==> src/rtl/hpb_pkg.sv <==
package hpb_pkg;
    localparam int DATA_W  = 8;
    localparam int XADDR_W = 3;
    localparam int IADDR_W = 10;
    localparam int WORD_W  = 20;
    localparam int HI_W    = IADDR_W - DATA_W;
    localparam int CHAN_W  = DATA_W - HI_W;
    localparam int TOP_W   = WORD_W - 2 * DATA_W;

    localparam logic [XADDR_W-1:0] XA_STG0 = 3'd0;
    localparam logic [XADDR_W-1:0] XA_STG1 = 3'd1;
    localparam logic [XADDR_W-1:0] XA_STG2 = 3'd2;
    localparam logic [XADDR_W-1:0] XA_PLO  = 3'd6;
    localparam logic [XADDR_W-1:0] XA_PCTL = 3'd7;

    typedef enum logic [1:0] {
        ST_IDLE,
        ST_MEM,
        ST_FIN,
        ST_HOLD
    } acc_state_e;

    typedef struct packed {
        logic [CHAN_W-1:0] chan;
        logic [HI_W-1:0]   hi;
    } ptr_ctl_t;

    function automatic logic strobe_active(input logic mode, input logic cs_n,
                                           input logic rd_n, input logic wr_n);
        return !cs_n && (mode ? !rd_n : (!rd_n || !wr_n));
    endfunction

    function automatic logic access_is_read(input logic mode, input logic rd_n,
                                            input logic wr_n);
        return mode ? wr_n : !rd_n;
    endfunction
endpackage

==> src/rtl/hpb_bus_sync.sv <==
module hpb_bus_sync
    import hpb_pkg::*;
#(
    parameter int STAGES = 2
) (
    input  logic clk,
    input  logic rst,
    input  logic mode,
    input  logic cs_n,
    input  logic rd_n,
    input  logic wr_n,
    output logic act,
    output logic is_rd,
    output logic start
);
    logic [STAGES-1:0] cs_q, rd_q, wr_q;
    logic act_d;

    generate
        if (STAGES == 1) begin : g_one
            always_ff @(posedge clk) begin
                if (rst) begin
                    cs_q <= '1; rd_q <= '1; wr_q <= '1;
                end else begin
                    cs_q <= cs_n; rd_q <= rd_n; wr_q <= wr_n;
                end
            end
        end else begin : g_many
            always_ff @(posedge clk) begin
                if (rst) begin
                    cs_q <= '1; rd_q <= '1; wr_q <= '1;
                end else begin
                    cs_q <= {cs_q[STAGES-2:0], cs_n};
                    rd_q <= {rd_q[STAGES-2:0], rd_n};
                    wr_q <= {wr_q[STAGES-2:0], wr_n};
                end
            end
        end
    endgenerate

    assign act   = strobe_active(mode, cs_q[STAGES-1], rd_q[STAGES-1], wr_q[STAGES-1]);
    assign is_rd = access_is_read(mode, rd_q[STAGES-1], wr_q[STAGES-1]);

    always_ff @(posedge clk) begin
        if (rst) act_d <= 1'b0;
        else     act_d <= act;
    end

    assign start = act && !act_d;
endmodule

==> src/rtl/hpb_regbank.sv <==
module hpb_regbank
    import hpb_pkg::*;
(
    input  logic               clk,
    input  logic               rst,
    input  logic               reg_wr,
    input  logic               reg_rd,
    input  logic [XADDR_W-1:0] addr,
    input  logic [DATA_W-1:0]  din,
    input  logic               ld_mem,
    input  logic [WORD_W-1:0]  mem_rdata,
    output logic [DATA_W-1:0]  dout,
    output logic [WORD_W-1:0]  stage_word,
    output ptr_ctl_t           ptr_ctl,
    output logic [DATA_W-1:0]  ptr_lo
);
    logic [DATA_W-1:0] stg0, stg1;
    logic [TOP_W-1:0]  stg2;

    always_ff @(posedge clk) begin
        if (rst) begin
            stg0    <= '0;
            stg1    <= '0;
            stg2    <= '0;
            ptr_lo  <= '0;
            ptr_ctl <= '0;
            dout    <= '0;
        end else if (ld_mem) begin
            stg0 <= mem_rdata[DATA_W-1:0];
            stg1 <= mem_rdata[2*DATA_W-1:DATA_W];
            stg2 <= mem_rdata[WORD_W-1:2*DATA_W];
            dout <= mem_rdata[DATA_W-1:0];
        end else if (reg_wr) begin
            case (addr)
                XA_STG0: stg0    <= din;
                XA_STG1: stg1    <= din;
                XA_STG2: stg2    <= din[TOP_W-1:0];
                XA_PLO:  ptr_lo  <= din;
                XA_PCTL: ptr_ctl <= ptr_ctl_t'(din);
                default: ;
            endcase
        end else if (reg_rd) begin
            case (addr)
                XA_STG0: ;
                XA_STG1: dout <= stg1;
                XA_STG2: dout <= {{(DATA_W-TOP_W){1'b0}}, stg2};
                XA_PLO:  dout <= ptr_lo;
                XA_PCTL: dout <= DATA_W'(ptr_ctl);
                default: dout <= '0;
            endcase
        end
    end

    assign stage_word = {stg2, stg1, stg0};
endmodule

==> src/rtl/hpb_access_ctrl.sv <==
module hpb_access_ctrl
    import hpb_pkg::*;
(
    input  logic               clk,
    input  logic               rst,
    input  logic               mode,
    input  logic               act,
    input  logic               is_rd,
    input  logic               start,
    input  logic [XADDR_W-1:0] addr,
    input  logic               mem_done,
    output logic               reg_wr,
    output logic               reg_rd,
    output logic               ld_mem,
    output logic               mem_req,
    output logic               mem_we,
    output logic               host_rdy
);
    acc_state_e state, nxt;
    logic       accept, launch;

    assign accept = (state == ST_IDLE) && start;
    assign launch = accept && (addr == XA_STG0);
    assign reg_wr = accept && !is_rd;
    assign reg_rd = accept && is_rd;

    always_comb begin
        nxt = state;
        case (state)
            ST_IDLE: if (accept) nxt = launch ? ST_MEM : ST_FIN;
            ST_MEM:  if (mem_done) nxt = ST_FIN;
            ST_FIN:  nxt = ST_HOLD;
            ST_HOLD: if (!act) nxt = ST_IDLE;
            default: nxt = ST_IDLE;
        endcase
    end

    always_ff @(posedge clk) begin
        if (rst) begin
            state  <= ST_IDLE;
            mem_we <= 1'b0;
        end else begin
            state <= nxt;
            if (launch) mem_we <= !is_rd;
        end
    end

    assign mem_req  = (state == ST_MEM);
    assign ld_mem   = (state == ST_MEM) && mem_done && !mem_we;
    assign host_rdy = mode ? !((state == ST_FIN) || (state == ST_HOLD))
                           : !((state == ST_MEM) || (state == ST_FIN));
endmodule

==> src/rtl/hostport_bridge.sv <==
module hostport_bridge
    import hpb_pkg::*;
#(
    parameter int SYNC_STAGES = 2
) (
    input  logic               clk,
    input  logic               rst,
    input  logic               bus_mode,
    input  logic               cs_n,
    input  logic               rd_n,
    input  logic               wr_n,
    input  logic [XADDR_W-1:0] addr,
    input  logic [DATA_W-1:0]  din,
    output logic [DATA_W-1:0]  dout,
    output logic               host_rdy,
    output logic               mem_req,
    output logic               mem_we,
    output logic [IADDR_W-1:0] mem_addr,
    output logic [CHAN_W-1:0]  mem_chan,
    output logic [WORD_W-1:0]  mem_wdata,
    input  logic [WORD_W-1:0]  mem_rdata,
    input  logic               mem_done
);
    logic     act, is_rd, start;
    logic     reg_wr, reg_rd, ld_mem;
    ptr_ctl_t ptr_ctl;
    logic [DATA_W-1:0] ptr_lo;

    hpb_bus_sync #(.STAGES(SYNC_STAGES)) u_sync (
        .clk(clk), .rst(rst), .mode(bus_mode), .cs_n(cs_n), .rd_n(rd_n),
        .wr_n(wr_n), .act(act), .is_rd(is_rd), .start(start)
    );

    hpb_access_ctrl u_ctrl (
        .clk(clk), .rst(rst), .mode(bus_mode), .act(act), .is_rd(is_rd),
        .start(start), .addr(addr), .mem_done(mem_done), .reg_wr(reg_wr),
        .reg_rd(reg_rd), .ld_mem(ld_mem), .mem_req(mem_req), .mem_we(mem_we),
        .host_rdy(host_rdy)
    );

    hpb_regbank u_regs (
        .clk(clk), .rst(rst), .reg_wr(reg_wr), .reg_rd(reg_rd), .addr(addr),
        .din(din), .ld_mem(ld_mem), .mem_rdata(mem_rdata), .dout(dout),
        .stage_word(mem_wdata), .ptr_ctl(ptr_ctl), .ptr_lo(ptr_lo)
    );

    assign mem_addr = {ptr_ctl.hi, ptr_lo};
    assign mem_chan = ptr_ctl.chan;
endmodule

==> config.mk <==
export PLATFORM = sky130hd
export DESIGN_NAME = hostport_bridge
export DESIGN_NICKNAME = d
export VERILOG_FILES = /design/src/rtl/hpb_pkg.sv /design/src/rtl/hpb_bus_sync.sv /design/src/rtl/hpb_regbank.sv /design/src/rtl/hpb_access_ctrl.sv /design/src/rtl/hostport_bridge.sv
export SDC_FILE = /design/constraint.sdc
export NUM_CORES = 1
export LEC_CHECK = 0
export BUFFER_PORTS_ARGS = -buffer_cell sky130_fd_sc_hd__clkbuf_2
export CAP_MARGIN = 10
export CORE_MARGIN = 2
export CORE_UTILIZATION = 51
export DETAILED_ROUTE_END_ITERATION = 7
export MAX_ROUTING_LAYER = met4
export PLACE_DENSITY = 0.85
export SYNTH_ARGS = -nofsm -noshare
export SYNTH_HDL_FRONTEND = slang
export SYNTH_HIERARCHICAL = 1
export SYNTH_SLANG_ARGS = --single-unit
export TNS_END_PERCENT = 1
==> constraint.sdc <==
create_clock -name clk -period 3.2 [get_ports clk]
set_clock_uncertainty 0.2 [all_clocks]
set_input_delay 0.64 -clock clk [delete_from_list [all_inputs] [get_ports clk]]
set_output_delay 0.64 -clock clk [all_outputs]
set_load 0.01 [all_outputs]
Yosys cells after proc, flatten, opt, wreduce, memory -nomap -nowiden
Cells that the tools add are included.

Flip-flop bits (word level): 54. Logic and storage cells: 80.

Eq/ne operators: 12. Multiplexer cells: 21. Bitwise operators: 1. Reductions and logical operators: 33.

Operators by type and width (count): two-way mux 8 bit (9); one-hot mux 8 bit (5 select lines) (1); two-way mux 4 bit (3); AND reduction 3 bit (4); nonzero test 2 bit (5); logical AND 1 bit (8); zero test 1 bit (8); two-way mux 2 bit (4); one-hot mux 2 bit (4 select lines) (1); == test 3 bit, second input constant (2); inequality test 2 x 1 -> 1 bit, second input constant (3); AND reduction 2 bit (3); == test 2 bit, second input constant (2); inequality test 2 bit, second input constant (2); == test 3 x 1 -> 1 bit, second input constant (1); == test 3 x 2 -> 1 bit, second input constant (1); zero test 3 bit (1); logical OR 1 bit (3); two-way mux 1 bit (3); == test 2 x 1 -> 1 bit, second input constant (1); zero test 2 bit (1); inverter 1 bit (1).

Longest topological paths before layout
Gate-level depths: netlist of the first run.

Depth after elaboration: 10. Gate-level depth with buffers: 9. Depth with buffers taken out: 8.

Modules after synthesis
The synthesis of the first run kept the hierarchy.

By module, submodules not included: hpb_regbank (times used 1, cells each 215, area an instance 2159.6 µm², seq. area each 880.8 µm²); hpb_access_ctrl (times used 1, cells each 35, area an instance 314.1 µm², seq. area each 60.1 µm²); hpb_bus_sync (times used 1, cells each 19, area an instance 212.7 µm², seq. area each 140.1 µm²).

Least setup slack after synthesis of the first run
OpenSTA, ideal clock, no wires.

Path type: input to register. Start point: in bus_mode. End point: reg u_regs.stg1[0]. Library setup time: 128 ps. Arrival time: 2422 ps. Path slack: 450 ps. Stages on the path: 9. Path buffers: 1. Path through: o21a_1 -> nor3_1 -> nand2_1 -> nor2_1 -> nor4bb_1 -> buf_2 -> mux2_2 -> mux2i_1 -> nor2_1.

Longest elaborated chain between the ends: 7. Elaborated cells between the ends (all ways): 9.

RTL lines: start: declaration (line hostport_bridge.sv:8) `input logic bus_mode,`; two-way mux 1 bit (line hpb_pkg.sv:30) `return !cs_n && (mode ? !rd_n : (!rd_n || !wr_n));`; logical AND 1 bit (line hpb_pkg.sv:30); logical AND 1 bit (line hpb_bus_sync.sv:49) `assign start = act && !act_d;`; via start (line hostport_bridge.sv:24) `logic act, is_rd, start;`; logical AND 1 bit (line hpb_access_ctrl.sv:22) `assign accept = (state == ST_IDLE) && start;`; logical AND 1 bit (line hpb_access_ctrl.sv:24) `assign reg_wr = accept && !is_rd;`; via reg_wr (line hostport_bridge.sv:25) `logic reg_wr, reg_rd, ld_mem;`; nonzero test 2 bit (no line); AND reduction 2 bit (no line); end signal: assignment (line hpb_regbank.sv:30) `stg1 <= mem_rdata[2*DATA_W-1:DATA_W];`; end signal: assignment (line hpb_regbank.sv:36) `XA_STG1: stg1 <= din;`; end: declaration (line hpb_regbank.sv:17) `logic [DATA_W-1:0] stg0, stg1;`.

The timed path passes the listed nets, and every way through them passes these cells. A chain may end at the register's enable or synchronous reset.

Worst setup path after layout of the first run
Start point: in bus_mode. End point: reg, netlist name u_regs/ptr_ctl[4].

Longest elaborated chain between the ends: 6. Elaborated cells between the ends (all ways): 8.

RTL lines (line): two-way mux 1 bit (hpb_pkg.sv:30); logical AND 1 bit (hpb_pkg.sv:30); logical AND 1 bit (hpb_bus_sync.sv:49); via start (hostport_bridge.sv:24); logical AND 1 bit (hpb_access_ctrl.sv:22); logical AND 1 bit (hpb_access_ctrl.sv:24); via reg_wr (hostport_bridge.sv:25); AND reduction 3 bit (no line).

The timed path passes the listed nets, and every way through them passes these cells.

==> qor.txt, run 1 <==
Status: complete, no violations
Path depth of the worst reg2reg path: 8
Syn Nets: 313
Final min period: 2.75 ns
Rows: 26
Via-to-Cell Ratio: 5.44
Hold Buf Count CTS: 0
H-tree depth: 2
Slew HR: 0.510
Post-synthesis sequential area ratio: 0.402
N_diodes: 0
Setup TNS: 0 ns
Post-DP HPWL: 4790 um
Net Sw Frac: 0.269
Area fraction of the dominant cell type after synthesis: 0.402
Cell Pwr Density: 504 nW/um^2
Arr. time, crit path: 2.72 ns
Sink Count: 54
Chip width: 76.6 um
Hold path start: u_sync/rd_q[0]
Critical Path Fanout Max: 8
P_sw: 0.000445 W
TritonRoute pass-1 iters: 4
Post-Synthesis Cells: 269
Port bufs: 84
Final Cycle Share: 0.858
RSZ-0062 raised after global routing: false
I/O Pins: 85
Fin nets: 395
Logic pwr share: 0.212
Initial antenna violation count: 0
Startpoint Class: input port
Worst-Skew Late Latency: 0.31 ns
Share of total power in the clock network: 0.335
Placed Cells: 414
Drt initial violations: 113
Most used DFF post-synth: dfxtp_1
Cell area after synthesis: 2690 um^2
Hold Crit Depth: 1
CTS Buf Count: 5
Initial core utilization: 0.526
Core box area: 5110 um^2
Clk root buf: clkbuf_8
Worst Hold Class: reg2reg
Largest net degree at the start of global routing: 40
Number of synthesized flops with an enable pin: 0
ANT nets after route: 0
Setup-failing EPs final: 0
Die height: 76.6 um
Register area: 1080 um^2
Post_cts resized: 0
Sequential share of power: 0.453
Syn Area/Cell: 9.99 um^2
Area contributors post-synth: dfxtp_1 (40%), mux2i_1 (17%), nor2_1 (5.6%), mux2_2 (2.9%), ha_1 (2.8%)
Fraction of layout cells with a size suffix above 1: 0.358
Leak pwr: 1.44 nW
Synth Register Bits: 54
CTS tree: done
Total power: 0.00166 W
Final hold vios: 0
R2r endpoint: u_regs/ptr_ctl[4]
Unique masters post-synth: 48
Most frequent cells in the layout: clkbuf_2 (84), dfxtp_1 (54), mux2i_1 (45)
Final GP Congestion: 0.831
Number of remaining DRC errors: 0
Most common cell after layout, fill and taps aside: clkbuf_2
Vias post-DR: 2294
Postcts setup bufs: 0
Die outline area: 5860 um^2
Core Util, Final: 0.644
VDD IR max: 314 uV
Fmax: 364 MHz
Pint: 0.00121 W
Crit Path Class: in2reg
Clock slew at reported path FFs: 0.10 ns
Critical R2R Launch: u_ctrl/state[1]
Area leader, netlist: dfxtp_1
GRT Total Usage: 0.222
Syn-to-layout area delta: 22.4%
R2r setup slk: 0.52 ns
Fillers: 426
Critical path required time: 3.17 ns
Crit. End Element: register
Clk buf depth: 2
Routed len/inst: 15.1 um
Max-cap violations: 0
Worst Hold End: u_sync/rd_q[1]
Drt total wl: 6370 um
GRT overflow: 0
Fin. max-slew vios: 0
Share of flip-flops with an asynchronous set or reset: 0
Post-route insts no fill: 422
Critical path origin: bus_mode
Vias in the first global route: 2163
Multi-input logic area: 1490 um^2
Measured slew at the worst slew-check pin: 0.735 ns
First-pass GRT wire length: 10300 um
Synth Warn #: 6
synthesized netlist by cell type (all sizes together) (5+ instances only):
master and count:
a31oi 7, mux2 12, inv 5, or2 7, ha 6, mux2i 45
o21a 9, clkbuf 5, nor2 40, dfxtp 54, nand2 17, buf 10
per-stage QoR:
stage | hold WS (ns) | area, um^2 | setup slack, ns
after detailed placement | 0.194 | 3150 | 0.128
final | 0.219 | 3290 | 0.453
after floorplan | 0.189 | 2690 | 0.450
after global placement | 0.191 | 3150 | 0.253
after CTS | 0.219 | 3290 | 0.464
after global routing | 0.235 | 3290 | 0.332
worst max path at each step:
stage / to / slack, ns / cells after the start
CTS: u_regs/ptr_ctl[4] / 0.46 / 9
finish: u_regs/ptr_ctl[4] / 0.45 / 9
global placement: u_regs/ptr_ctl[5] / 0.25 / 9
global route: u_regs/stg1[4] / 0.33 / 10
floorplan: u_regs/stg1[0] / 0.45 / 9
detailed placement: u_regs/ptr_ctl[4] / 0.13 / 9
state kept, by name (all words and copies together) (netlist names):
signal          flops
u_regs/stg2         4
u_sync/act_d        1
u_sync/cs_q         2
u_sync/rd_q         2
u_regs/stg1         8
u_regs/stg0         8
u_sync/wr_q         2
u_regs/ptr_lo       8
u_ctrl/mem_we       1
u_regs/dout         8
u_regs/ptr_ctl      8
u_ctrl/state        2
power by group through the flow:
stage / clock network (W) / registers [W] / logic (W)
after global placement: 0 / 0.000766 / 0.000339
after global routing: 0.000589 / 0.000758 / 0.000384
after detailed placement: 0 / 0.000767 / 0.000349
final: 0.000554 / 0.000751 / 0.000352
after floorplan: 0 / 0.000776 / 0.000225
after CTS: 0.000565 / 0.000752 / 0.000351
final cells by class:
cell class | instances | share of cell area
clock buffer | 6 | 0.0251
clock inverter | 2 | 0.0183
inverter | 5 | 0.00571
multi-input combinational | 195 | 0.454
sequential | 54 | 0.329
tap | 70 | 0.0266
timing repair buffer | 90 | 0.142
per-layer routing:
| metal | part of all wire | routed length, um | global-route usage | up-vias |
|---|---|---|---|---|
| li1 | - | - | - | 1125 |
| met1 | 0.42 | 2660 | 0.260 | 1090 |
| met2 | 0.52 | 3300 | 0.394 | 72 |
| met3 | 0.053 | 336 | 0.0403 | 7 |
| met4 | 0.012 | 77 | 0.0582 | 0 |
| met5 | 0 | 0 | - | - |
cell families after synthesis:
kind of cell / count (synthesis) / synth area share
buf+inv: 20 / 0.0428
flops: 54 / 0.402
xor+xnor: 1 / 0.00326
mux: 57 / 0.218
simple gates: 91 / 0.186
compound gates: 40 / 0.119
fa+ha+maj: 6 / 0.0279
critical path: stages:
cell      delay [ns]
clkbuf_2        0.11
o21a_1          0.19
nor3_1          0.23
nand2_1         0.08
nor2_1          0.27
inv_2           0.12
or4b_1          0.76
mux2i_1         0.25
nor2_1          0.06
Note: power is estimated with default switching activity, not from simulation.
==> run 2, diff against run 1 <==
--- a/config.mk
+++ b/config.mk
@@ -7,9 +7,11 @@
 export LEC_CHECK = 0
 export BUFFER_PORTS_ARGS = -buffer_cell sky130_fd_sc_hd__clkbuf_2
 export CAP_MARGIN = 10
+export CORE_ASPECT_RATIO = 0.9
 export CORE_MARGIN = 2
 export CORE_UTILIZATION = 51
 export DETAILED_ROUTE_END_ITERATION = 7
+export GPL_TIMING_DRIVEN = 0
 export MAX_ROUTING_LAYER = met4
 export PLACE_DENSITY = 0.85
 export SYNTH_ARGS = -nofsm -noshare
==> qor.txt, run 2 (synthesis gave the netlist of run 1 again) <==
Status: complete, no violations (unchanged)
Postcts setup bufs: 0 (unchanged)
Crit path buf inv count: 2 (unchanged)
Critical path's slowest cell: nor3_1 (was or4b_1)
Critical path required time: 3.19 ns (was 3.17 ns)
Hold Crit Depth: 1 (unchanged)
Crit Path Class: in2reg (unchanged)
Clock slew at reported path FFs: 0.09 ns (was 0.10 ns)
Sink Count: 54 (unchanged)
H-tree depth: 2 (unchanged)
Clk root buf: clkbuf_8 (unchanged)
Via-to-Cell Ratio: 5.49 (was 5.44)
GRT overflow: 0 (unchanged)
CP top delay family: simple AND/OR/NAND/NOR gates (unchanged)
Fin nets: 404 (was 395)
Post-DP HPWL: 5170 um (was 4790 um)
CP Depth: 10 (was 9)
ANT nets after route: 0 (unchanged)
Worst path most repeated cell: nor2_1 (unchanged)
Register area: 1080 um^2 (unchanged)
Arr. time, crit path: 2.91 ns (was 2.72 ns)
Slew HR: 0.513 (was 0.510)
Drt total wl: 6660 um (was 6370 um)
CTS tree: done (unchanged)
TritonRoute pass-1 iters: 4 (unchanged)
RSZ-0062 raised after global routing: false (unchanged)
Crit. End Element: register (unchanged)
Startpoint Class: input port (unchanged)
Leak pwr: 1.45 nW (was 1.44 nW)
Multi-input logic area: 1490 um^2 (about the same)
Fin. max-slew vios: 0 (unchanged)
Die height: 72.9 um (was 76.6 um)
Critical Path Fanout Max: 8 (unchanged)
N_diodes: 0 (unchanged)
Vias in the first global route: 2125 (was 2163)
Largest net degree at the start of global routing: 16 (was 40)
Final GP Congestion: 0.870 (was 0.831)
Setup-failing EPs final: 0 (unchanged)
Routed len/inst: 15.6 um (was 15.1 um)
Worst-Skew Late Latency: 0.31 ns (about the same)
Clk buf depth: 2 (unchanged)
Final min period: 2.92 ns (was 2.75 ns)
Max-cap violations: 0 (unchanged)
Initial core utilization: 0.520 (was 0.526)
Pre-CTS setup slack: -0.0132 ns (was 0.128 ns)
Chip width: 80.5 um (was 76.6 um)
Hold Buf Count CTS: 0 (unchanged)
GRT Total Usage: 0.240 (was 0.222)
Fmax: 342 MHz (was 364 MHz)
VDD IR max: 250 uV (was 314 uV)
Finished layout cell area: 3300 um^2 (was 3290 um^2)
Syn-to-layout area delta: 23.0% (was 22.4%)
Initial antenna violation count: 0 (unchanged)
Post_cts resized: 0 (unchanged)
Final Cycle Share: 0.914 (was 0.858)
Number of remaining DRC errors: 0 (unchanged)
Worst Hold Class: reg2reg (unchanged)
Fillers: 416 (was 426)
Post-Place Cell Area: 3190 um^2 (was 3150 um^2)
Cell Pwr Density: 477 nW/um^2 (was 504 nW/um^2)
Path depth of the worst reg2reg path: 9 (was 8)
CTS Buf Count: 5 (unchanged)
Die outline area: 5860 um^2 (about the same)
Setup slack after layout: 0.276 ns (was 0.453 ns)
Crit path cell chain: clkbuf_2 -> o21a_1 -> nor3_1 -> nand2_1 -> nor2_1 -> nor4bb_1 -> buf_2 -> mux2_1 -> mux2i_1 -> nor2_1 (was clkbuf_2 -> o21a_1 -> nor3_1 -> nand2_1 -> nor2_1 -> inv_2 -> or4b_1 -> mux2i_1 -> nor2_1)
Fraction of layout cells with a size suffix above 1: 0.353 (was 0.358)
Final hold vios: 0 (unchanged)
Port bufs: 84 (unchanged)
Vias post-DR: 2345 (was 2294)
Rows: 25 (was 26)
Most frequent cells in the layout: clkbuf_2 (84), dfxtp_1 (54), mux2i_1 (45) (unchanged)
First-pass GRT wire length: 10500 um (was 10300 um)
Drt initial violations: 167 (was 113)
CP peak stage delay: 0.44 ns (was 0.76 ns)
Worst hold slack: 0.214 ns (was 0.219 ns)
I/O Pins: 85 (unchanged)
Most common cell after layout, fill and taps aside: clkbuf_2 (unchanged)
Measured slew at the worst slew-check pin: 0.726 ns (was 0.735 ns)
Core box area: 5160 um^2 (was 5110 um^2)
-- run 2: cell type report --
cell class / instances / share of cell area
repair buffers: 84 / 0.127
flip-flops and latches: 54 / 0.327
clock inverters: 1 / 0.00909
plain buffers: 15 / 0.0292
clock buffers: 6 / 0.0250
inverters: 5 / 0.00568
well taps: 67 / 0.0254
multi-input cells: 195 / 0.451
-- run 2: worst reg2reg max path: stages (launching register included) --
cell and delay [ns]:
dfxtp_1 0.32, o21a_1 0.21, nor3_1 0.44, nand2_1 0.12
nor2_1 0.26, nor4bb_1 0.30, buf_2 0.28, mux2_1 0.35
mux2i_1 0.15, nor2_1 0.05
-- run 2: final timing paths --
kind / start / end / slack [ns]
worst max-delay path: bus_mode / u_regs/stg1[4] / 0.28
worst min register to register: u_sync/cs_q[0] / u_sync/cs_q[1] / 0.21
worst max register to register: u_sync/wr_q[1] / u_regs/stg1[4] / 0.40
worst min-delay path: u_sync/cs_q[0] / u_sync/cs_q[1] / 0.21
-- run 2: power by group --
part / internal, W / leakage, nW / switching (W)
registers: 0.000718 / 0.438 / 0.0000333
logic: 0.000166 / 0.954 / 0.000201
clock network: 0.000250 / 0.0573 / 0.000208
-- run 2: metal layers --
metal	vias up	wire [um]	track usage
met3	11	409	0.0507
met1	1115	3120	0.329
li1	1138	-	-
met4	0	111	0.0829
met2	81	3020	0.352
met5	-	0	-
-- run 2: per-stage QoR --
stage          total power (W)  TNS [ns]  cells  utilization
3_3_place_gp           0.00111         0    420        0.618
6_report               0.00158         0    427        0.640
5_1_grt                0.00165         0    427        0.640
2_1_floorplan          0.00100         0    269            -
4_1_cts                0.00158         0    427        0.640
3_5_place_dp           0.00113   -0.0132    420        0.618
